### config.mk
export PLATFORM = sky130hd
export DESIGN_NAME = i2c_addr_seq
export DESIGN_NICKNAME = d
export VERILOG_FILES = /design/src/rtl/i2c_seq_pkg.sv /design/src/rtl/i2c_cmd_slots.sv /design/src/rtl/i2c_addr_build.sv /design/src/rtl/i2c_frame_fsm.sv /design/src/rtl/i2c_addr_seq.sv
export SDC_FILE = /design/constraint.sdc
export NUM_CORES = 1
export LEC_CHECK = 0
export BUFFER_PORTS_ARGS = -buffer_cell sky130_fd_sc_hd__buf_2
export CAP_MARGIN = 20
export CORE_MARGIN = 2
export CORE_UTILIZATION = 48
export CTS_CLUSTER_SIZE = 10
export DETAILED_ROUTE_END_ITERATION = 6
export PLACE_DENSITY = 0.73
export SETUP_SLACK_MARGIN = 0.05
export SYNTH_ARGS = -nofsm -noshare
export SYNTH_HDL_FRONTEND = slang
export SYNTH_SLANG_ARGS = --single-unit
### constraint.sdc
create_clock -name clk -period 3.1 [get_ports clk]
set_input_delay 0.31 -clock clk [delete_from_list [all_inputs] [get_ports clk]]
set_output_delay 0.31 -clock clk [all_outputs]
set_load 0.02 [all_outputs]
### src/rtl/i2c_seq_pkg.sv
package i2c_seq_pkg;

  localparam int AW = 10;

  typedef enum logic [2:0] {
    OP_START  = 3'd0,
    OP_RSTART = 3'd1,
    OP_STOP   = 3'd2,
    OP_WRITE  = 3'd3,
    OP_READ   = 3'd4
  } bus_op_e;

  typedef enum logic [2:0] {
    ST_IDLE, ST_LAUNCH, ST_COND, ST_ADDR1, ST_ADDR2, ST_DATA, ST_STOP
  } seq_st_e;

  typedef struct packed {
    logic [AW-1:0] addr;
    logic          ten;
    logic          rsame;
    logic          rd;
    logic          start;
    logic          stop;
  } cmd_hdr_t;

endpackage

### src/rtl/i2c_cmd_slots.sv
module i2c_cmd_slots
  import i2c_seq_pkg::*;
#(
  parameter int CNT_W = 8
) (
  input  logic             clk,
  input  logic             rst_n,
  input  cmd_hdr_t         in_hdr,
  input  logic [CNT_W-1:0] in_cnt,
  input  logic             cur_load,
  input  logic             nxt_load,
  input  logic             accept,
  input  logic             promote,
  input  logic             flush,
  output cmd_hdr_t         cur_hdr,
  output logic [CNT_W-1:0] cur_cnt,
  output logic             cur_pend,
  output logic             nxt_valid
);

  cmd_hdr_t         nxt_hdr;
  logic [CNT_W-1:0] nxt_cnt;
  cmd_hdr_t         cur_hdr_d, nxt_hdr_d;
  logic [CNT_W-1:0] cur_cnt_d, nxt_cnt_d;
  logic             cur_pend_d, nxt_valid_d;
  logic             cur_en, nxt_en;

  always_comb begin
    cur_en      = cur_load | promote;
    nxt_en      = nxt_load;
    cur_hdr_d   = promote ? nxt_hdr : in_hdr;
    cur_cnt_d   = promote ? nxt_cnt : in_cnt;
    nxt_hdr_d   = in_hdr;
    nxt_cnt_d   = in_cnt;
    cur_pend_d  = (cur_pend & ~accept) | cur_load;
    nxt_valid_d = (nxt_valid & ~promote & ~flush) | nxt_load;
  end

  always_ff @(posedge clk or negedge rst_n) begin
    if (!rst_n) begin
      cur_hdr   <= '0;
      cur_cnt   <= '0;
      nxt_hdr   <= '0;
      nxt_cnt   <= '0;
      cur_pend  <= 1'b0;
      nxt_valid <= 1'b0;
    end else begin
      if (cur_en) begin
        cur_hdr <= cur_hdr_d;
        cur_cnt <= cur_cnt_d;
      end
      if (nxt_en) begin
        nxt_hdr <= nxt_hdr_d;
        nxt_cnt <= nxt_cnt_d;
      end
      cur_pend  <= cur_pend_d;
      nxt_valid <= nxt_valid_d;
    end
  end

  AST_PROMOTE_FREES: assert property (@(posedge clk) disable iff (!rst_n)
    (promote && !nxt_load) |=> !nxt_valid);
  AST_FLUSH_CLEARS: assert property (@(posedge clk) disable iff (!rst_n)
    (flush && !nxt_load) |=> !nxt_valid);

endmodule

### src/rtl/i2c_addr_build.sv
module i2c_addr_build
  import i2c_seq_pkg::*;
(
  input  cmd_hdr_t   hdr,
  output logic [7:0] first_byte,
  output logic [7:0] second_byte,
  output logic       two_bytes
);

  logic hdr_dir;

  always_comb begin
    hdr_dir     = hdr.rsame ? hdr.rd : 1'b0;
    two_bytes   = hdr.ten & ~hdr.rsame;
    second_byte = hdr.addr[7:0];
    if (hdr.ten) first_byte = {5'b11110, hdr.addr[9:8], hdr_dir};
    else         first_byte = {hdr.addr[6:0], hdr.rd};
  end

endmodule

### src/rtl/i2c_frame_fsm.sv
module i2c_frame_fsm
  import i2c_seq_pkg::*;
#(
  parameter int CNT_W = 8
) (
  input  logic             clk,
  input  logic             rst_n,
  input  cmd_hdr_t         cur_hdr,
  input  logic [CNT_W-1:0] cur_cnt,
  input  logic             cur_pend,
  input  logic             nxt_valid,
  input  logic             clr_nack,
  input  logic [7:0]       first_byte,
  input  logic [7:0]       second_byte,
  input  logic             two_bytes,
  input  logic [7:0]       wr_byte,
  input  logic             bd_done,
  input  logic             bd_rx_nack,
  input  logic [7:0]       bd_rdata,
  output logic             accept,
  output logic             promote,
  output logic             flush,
  output logic             bd_req,
  output bus_op_e          bd_op,
  output logic [7:0]       bd_wbyte,
  output logic             bd_mack,
  output logic             wr_take,
  output logic [7:0]       rd_byte,
  output logic             rd_valid,
  output logic             cmd_done,
  output logic             nack_flag,
  output logic             busy
);

  localparam logic [CNT_W-1:0] ONE = CNT_W'(1);

  seq_st_e          st, st_d;
  logic [CNT_W-1:0] rem, rem_d;
  logic             held, held_d;
  logic             nack_d;
  logic [7:0]       rdb_d;
  logic             rdv_d;
  logic             fin, post, abort_c;
  logic             cnt_zero;

  always_comb begin
    st_d     = st;
    rem_d    = rem;
    held_d   = held;
    nack_d   = nack_flag;
    rdb_d    = rd_byte;
    rdv_d    = 1'b0;
    accept   = 1'b0;
    promote  = 1'b0;
    flush    = 1'b0;
    fin      = 1'b0;
    post     = 1'b0;
    abort_c  = 1'b0;
    bd_req   = 1'b0;
    bd_op    = OP_STOP;
    bd_wbyte = 8'h00;
    bd_mack  = 1'b0;
    wr_take  = 1'b0;
    cnt_zero = (cur_cnt == '0);
    if (clr_nack) nack_d = 1'b0;

    case (st)
      ST_IDLE: begin
        if (cur_pend) begin
          accept = 1'b1;
          st_d   = ST_LAUNCH;
        end
      end
      ST_LAUNCH: begin
        if (cur_hdr.start) st_d = ST_COND;
        else               post = 1'b1;
      end
      ST_COND: begin
        bd_req = 1'b1;
        bd_op  = held ? OP_RSTART : OP_START;
        if (bd_done) begin
          held_d = 1'b1;
          st_d   = ST_ADDR1;
        end
      end
      ST_ADDR1: begin
        bd_req   = 1'b1;
        bd_op    = OP_WRITE;
        bd_wbyte = first_byte;
        if (bd_done) begin
          if (bd_rx_nack)     abort_c = 1'b1;
          else if (two_bytes) st_d = ST_ADDR2;
          else                post = 1'b1;
        end
      end
      ST_ADDR2: begin
        bd_req   = 1'b1;
        bd_op    = OP_WRITE;
        bd_wbyte = second_byte;
        if (bd_done) begin
          if (bd_rx_nack) abort_c = 1'b1;
          else            post = 1'b1;
        end
      end
      ST_DATA: begin
        bd_req   = 1'b1;
        bd_op    = cur_hdr.rd ? OP_READ : OP_WRITE;
        bd_wbyte = cur_hdr.rd ? 8'h00 : wr_byte;
        bd_mack  = cur_hdr.rd & cur_hdr.stop & (rem == ONE);
        if (bd_done) begin
          rem_d = rem - ONE;
          if (cur_hdr.rd) begin
            rdv_d = 1'b1;
            rdb_d = bd_rdata;
          end else begin
            wr_take = 1'b1;
          end
          if (rem == ONE) fin = 1'b1;
        end
      end
      ST_STOP: begin
        bd_req = 1'b1;
        bd_op  = OP_STOP;
        if (bd_done) begin
          held_d = 1'b0;
          st_d   = ST_IDLE;
        end
      end
      default: st_d = ST_IDLE;
    endcase

    if (post) begin
      if (cnt_zero) fin = 1'b1;
      else begin
        rem_d = cur_cnt;
        st_d  = ST_DATA;
      end
    end

    if (abort_c) begin
      nack_d = 1'b1;
      flush  = 1'b1;
      st_d   = ST_STOP;
    end

    if (fin) begin
      if (cur_hdr.stop) st_d = ST_STOP;
      else if (nxt_valid) begin
        promote = 1'b1;
        st_d    = ST_LAUNCH;
      end else st_d = ST_IDLE;
    end

    cmd_done = fin;
    busy     = (st != ST_IDLE);
  end

  always_ff @(posedge clk or negedge rst_n) begin
    if (!rst_n) begin
      st        <= ST_IDLE;
      rem       <= '0;
      held      <= 1'b0;
      nack_flag <= 1'b0;
      rd_byte   <= 8'h00;
      rd_valid  <= 1'b0;
    end else begin
      st        <= st_d;
      rem       <= rem_d;
      held      <= held_d;
      nack_flag <= nack_d;
      rd_byte   <= rdb_d;
      rd_valid  <= rdv_d;
    end
  end

  AST_HDR_PATTERN: assert property (@(posedge clk) disable iff (!rst_n)
    (st == ST_ADDR1 && cur_hdr.ten) |-> bd_wbyte[7:3] == 5'b11110);
  AST_ABORT_STOP: assert property (@(posedge clk) disable iff (!rst_n)
    ((st == ST_ADDR1 || st == ST_ADDR2) && bd_done && bd_rx_nack)
      |=> (bd_req && bd_op == OP_STOP && nack_flag));
  AST_DATA_NONZERO: assert property (@(posedge clk) disable iff (!rst_n)
    (st == ST_DATA) |-> rem != '0);
  AST_LAST_LEAVES: assert property (@(posedge clk) disable iff (!rst_n)
    (st == ST_DATA && bd_done && bd_mack) |=> st != ST_DATA);

endmodule

### src/rtl/i2c_addr_seq.sv
module i2c_addr_seq
  import i2c_seq_pkg::*;
#(
  parameter int CNT_W = 8
) (
  input  logic             clk,
  input  logic             rst_n,
  input  logic [9:0]       cmd_addr,
  input  logic [CNT_W-1:0] cmd_cnt,
  input  logic             cmd_ten,
  input  logic             cmd_rsame,
  input  logic             cmd_read,
  input  logic             cmd_start,
  input  logic             cmd_stop,
  input  logic             cur_load,
  input  logic             nxt_load,
  input  logic [7:0]       wr_byte,
  input  logic             bd_done,
  input  logic             bd_rx_nack,
  input  logic [7:0]       bd_rdata,
  output logic             bd_req,
  output logic [2:0]       bd_op,
  output logic [7:0]       bd_wbyte,
  output logic             bd_mack,
  output logic             wr_take,
  output logic [7:0]       rd_byte,
  output logic             rd_valid,
  output logic             cmd_done,
  output logic             nxt_valid,
  output logic             nack_flag,
  output logic             busy
);

  cmd_hdr_t         in_hdr, cur_hdr;
  logic [CNT_W-1:0] cur_cnt;
  logic             cur_pend, accept, promote, flush;
  logic [7:0]       first_byte, second_byte;
  logic             two_bytes;
  bus_op_e          op_e;

  always_comb begin
    in_hdr.addr  = cmd_addr;
    in_hdr.ten   = cmd_ten;
    in_hdr.rsame = cmd_rsame;
    in_hdr.rd    = cmd_read;
    in_hdr.start = cmd_start;
    in_hdr.stop  = cmd_stop;
    bd_op        = op_e;
  end

  i2c_cmd_slots #(.CNT_W(CNT_W)) u_slots (
    .clk(clk), .rst_n(rst_n), .in_hdr(in_hdr), .in_cnt(cmd_cnt),
    .cur_load(cur_load), .nxt_load(nxt_load), .accept(accept),
    .promote(promote), .flush(flush), .cur_hdr(cur_hdr), .cur_cnt(cur_cnt),
    .cur_pend(cur_pend), .nxt_valid(nxt_valid)
  );

  i2c_addr_build u_build (
    .hdr(cur_hdr), .first_byte(first_byte), .second_byte(second_byte),
    .two_bytes(two_bytes)
  );

  i2c_frame_fsm #(.CNT_W(CNT_W)) u_fsm (
    .clk(clk), .rst_n(rst_n), .cur_hdr(cur_hdr), .cur_cnt(cur_cnt),
    .cur_pend(cur_pend), .nxt_valid(nxt_valid), .clr_nack(cur_load),
    .first_byte(first_byte), .second_byte(second_byte), .two_bytes(two_bytes),
    .wr_byte(wr_byte), .bd_done(bd_done), .bd_rx_nack(bd_rx_nack),
    .bd_rdata(bd_rdata), .accept(accept), .promote(promote), .flush(flush),
    .bd_req(bd_req), .bd_op(op_e), .bd_wbyte(bd_wbyte), .bd_mack(bd_mack),
    .wr_take(wr_take), .rd_byte(rd_byte), .rd_valid(rd_valid),
    .cmd_done(cmd_done), .nack_flag(nack_flag), .busy(busy)
  );

endmodule

==> summary.txt <==
Clock tree
  – Clock Latency Late Sink: 0.35 ns
  – H-tree levels: 3
  – CTS Buffer Depth: 2
  – Clock buffer count from CTS: 9
  – Worst-path clk slew: around 0.080 ns
  – CTS tree: done
  – Clock Tree Root: clkbuf_8
  – Hold Buf Count CTS: 0
  – Clk sink count: 70
  – CTS resizes: 0
  – Post-CTS Setup Inserts: 0

Routing
  – DRC: 0
  – Routed wire per std cell: about 16 um
  – Drt initial violations: 125
  – Total Wirelength: approximately 7700 um
  – Pre-antenna DRT Iters: 4
  – Number of routed nets with antenna violations: 0
  – Vias: 2,662
  – Via/cell ratio: 5.411

Global routing
  – Wire length of the first global-routing pass: 13,010 um
  – Vias in the first global route: 2,758
  – Total Routing Usage GR: 0.2004
  – Initial antenna violation count: 0
  – Largest net degree at the start of global routing: 37
  – Total grt overflow: 0

Setup path
  – Worst Setup EP: u_slots.cur_hdr[5]$_DFFE_PN0P_
  – Cells along the critical path: or4_1 > or4b_4 > o221ai_4 > nand3_4 > mux2_4
  – CP Max Fanout: 24
  – Largest stage delay, worst path: ~0.56 ns
  – Required @ worst endpoint: 3.34 ns
  – R2R depth: 5
  – Slowest cell on crit path: or4_1
  – Worst flop-to-flop path endpoint: u_slots.cur_hdr[5]$_DFFE_PN0P_
  – CP Launch Point: u_fsm.rem[3]$_DFF_PN0_
  – Worst Path Buf+Inv: 0
  – WS Path Type: flop to flop
  – RR Startpoint: u_fsm.rem[3]$_DFF_PN0_
  – R2R setup slack: 0.38 ns
  – Setup crit start kind: flop
  – CP endpoint kind: flop
  – CP top delay family: simple AND/OR/NAND/NOR gates
  – Arrival time worst endpoint: 2.95 ns
  – Critical Path Stages: 5

Placed design
  – Gpl congestion: approximately 0.81
  – I/O Buffers: 71
  – HPWL Detailed: about 5400 um
  – Area post-placement: 4023 um^2

Timing
  – Crit path time final: between 2 and 3 ns
  – Slew margin rel.: 0.4598
  – Setup TNS: 0 ns
  – Slew Limit Fails: 0
  – Unrepaired setup endpoints after global routing: false
  – Clock Skew: 0.007730 ns
  – Fin. Hold Viols: 0
  – Final period util: 0.8761
  – Tightest Pin Transition: around 0.81 ns
  – Hold slack: 0.04276 ns
  – Final setup viols: 0
  – F_max: between 300 and 400 MHz

Logic synthesis
  – Top FF cell, synth: dfrtp_1
  – Synth warn: 0
  – Post-Synthesis Cells: 315
  – Avg Cell Area, Syn: 11.28 um^2
  – #FFs+latches synth: 70
  – Ys async rst share: 1.000
  – Seq/Total Area, Yosys: 0.4930
  – Unique masters post-synth: between 40 and 50
  – Number of synthesized flops with an enable pin: 0
  – Net count after synthesis: 362
  – Post-Synthesis Cell Area: 3553 um^2

Cells and area
  – Multi-input logic area: 1689 um^2
  – # diodes: 0
  – Register area: between 1500 and 2000 um^2
  – Fillers: 615
  – Post-route cell area: around 4200 um^2
  – Area Overhead vs Synth: 19.23%
  – Share of cells above drive strength 1: 0.4122
  – Layout Nets: 435

Die
  – Die H: 90.04 um
  – I/O pins: 72
  – Die area: 8107 um^2
  – Row cnt: 31
  – Core box area: 7214 um^2
  – Starting Density: 0.4925
  – DIE WIDTH: roughly 90 um

Power
  – Pleak: 2.013 nW
  – Power Density: 760.7 nW/um^2
  – Worst vdd ir: 0.0003655 V

Min path
  – Worst Hold Class: primary input to asynchronous set/reset pin

Run status
  – Status: finished clean

Flow run
  – Max Cap Viol: 0
-- cells by family after synthesis --
kind of cell	share of synthesized area
and+or+nand+nor	0.1310
xor gates and xnor gates	0.01725
adders and majority gates	0.007041
muxes	0.2335
buffers and inverters	0.03169
AOI/OAI and AO/OA	0.08663
DFF	0.4930
-- registers in the layout, indices dropped and copies added (netlist names), 3 cells and up --
signal / cells
u_slots.cur_hdr: 15
u_slots.nxt_hdr: 15
u_fsm.rd_byte: 8
u_fsm.rem: 8
u_slots.cur_cnt: 8
u_slots.nxt_cnt: 8
u_fsm.st: 3
-- power by group --
group | leakage, nW | switching, W | internal (W)
Sequential | 0.833 | 0.000135 | 0.00111
Clock | 0.106 | 0.000351 | 0.000451
Combinational | 1.07 | 0.000688 | 0.000484
-- final cells by class --
class / instances / area share
repair buffers: 78 / 0.09923
well taps: 99 / 0.02924
clock buffers: 10 / 0.03012
flip-flops and latches: 70 / 0.4135
multi-input cells: 219 / 0.3987
inverters: 10 / 0.008860
clock inverters: 6 / 0.02038
-- layout by cell type, fill, tap and decap left out, types with 2 or more instances in the layout --
master / count
a221o_1: 4
buf_2: 71
dfrtp_1: 70
buf_4: 6
clkbuf_8: 9
xor2_1: 2
o21a_1: 2
nand2_1: 54
nand3_1: 7
nor3_1: 2
mux2_4: 18
o2111ai_1: 2
mux2i_1: 3
and3_1: 2
inv_1: 9
nor2_1: 12
bufinv_16: 2
nor4bb_1: 2
clkinv_2: 2
mux2_2: 47
a21oi_1: 5
xnor2_1: 5
o21ai_0: 23
ha_1: 2
nor4_1: 4
-- stage by stage --
step / setup WS, ns / cells / power, W / util
finish: 0.3842 / 492 / 0.003223 / 0.5872
global route: 0.3032 / 492 / 0.003425 / 0.5872
CTS: 0.3686 / 492 / 0.003244 / 0.5872
detailed placement: 0.3761 / 476 / 0.002431 / 0.5576
global placement: 0.4448 / 476 / 0.002396 / 0.5576
floorplan: 0.6269 / 315 / 0.002045 / -
-- worst min-delay path by stage --
stage               cells after the start  slack [ns]                            to  start
finish                                  1        0.04  u_fsm.rd_byte[7]$_DFFE_PN0P_  rst_n
detailed placement                      1        0.44  u_fsm.rd_byte[7]$_DFFE_PN0P_  rst_n
CTS                                     1        0.05  u_fsm.rd_byte[7]$_DFFE_PN0P_  rst_n
floorplan                               0        0.01        u_fsm.held$_DFFE_PN0P_  rst_n
global route                            1        0.11  u_fsm.rd_byte[7]$_DFFE_PN0P_  rst_n
global placement                        1        0.43  u_fsm.rd_byte[7]$_DFFE_PN0P_  rst_n
-- layer usage --
layer,vias up,wire [um],GRT usage
met4,0,216,0.1026
met3,15,322,0.03437
met2,72,3727,0.3239
met1,1308,3419,0.2604
li1,1267,-,-
met5,-,0,0
-- cell usage after synthesis (all sizes together) (2+ instances only) --
| master | count | area (um^2) |
|---|---|---|
| dfrtp | 70 | 1752 |
| mux2 | 65 | 799.5 |
| nand2 | 54 | 202.7 |
| o21ai | 23 | 115.1 |
| clkbuf | 14 | 52.55 |
| nor2 | 12 | 45.04 |
| inv | 9 | 33.78 |
| nand3 | 8 | 52.55 |
| a21oi | 5 | 25.02 |
| xnor2 | 5 | 43.79 |
| a221o | 4 | 40.04 |
| nor4 | 4 | 25.02 |
| mux2i | 3 | 30.03 |
| and3 | 2 | 12.51 |
| buf | 2 | 22.52 |
| ha | 2 | 25.02 |
| nor3 | 2 | 10.01 |
| nor4bb | 2 | 20.02 |
| o2111ai | 2 | 17.52 |
| o21a | 2 | 15.01 |
| xor2 | 2 | 17.52 |
Power figures use the tool's default switching activity.
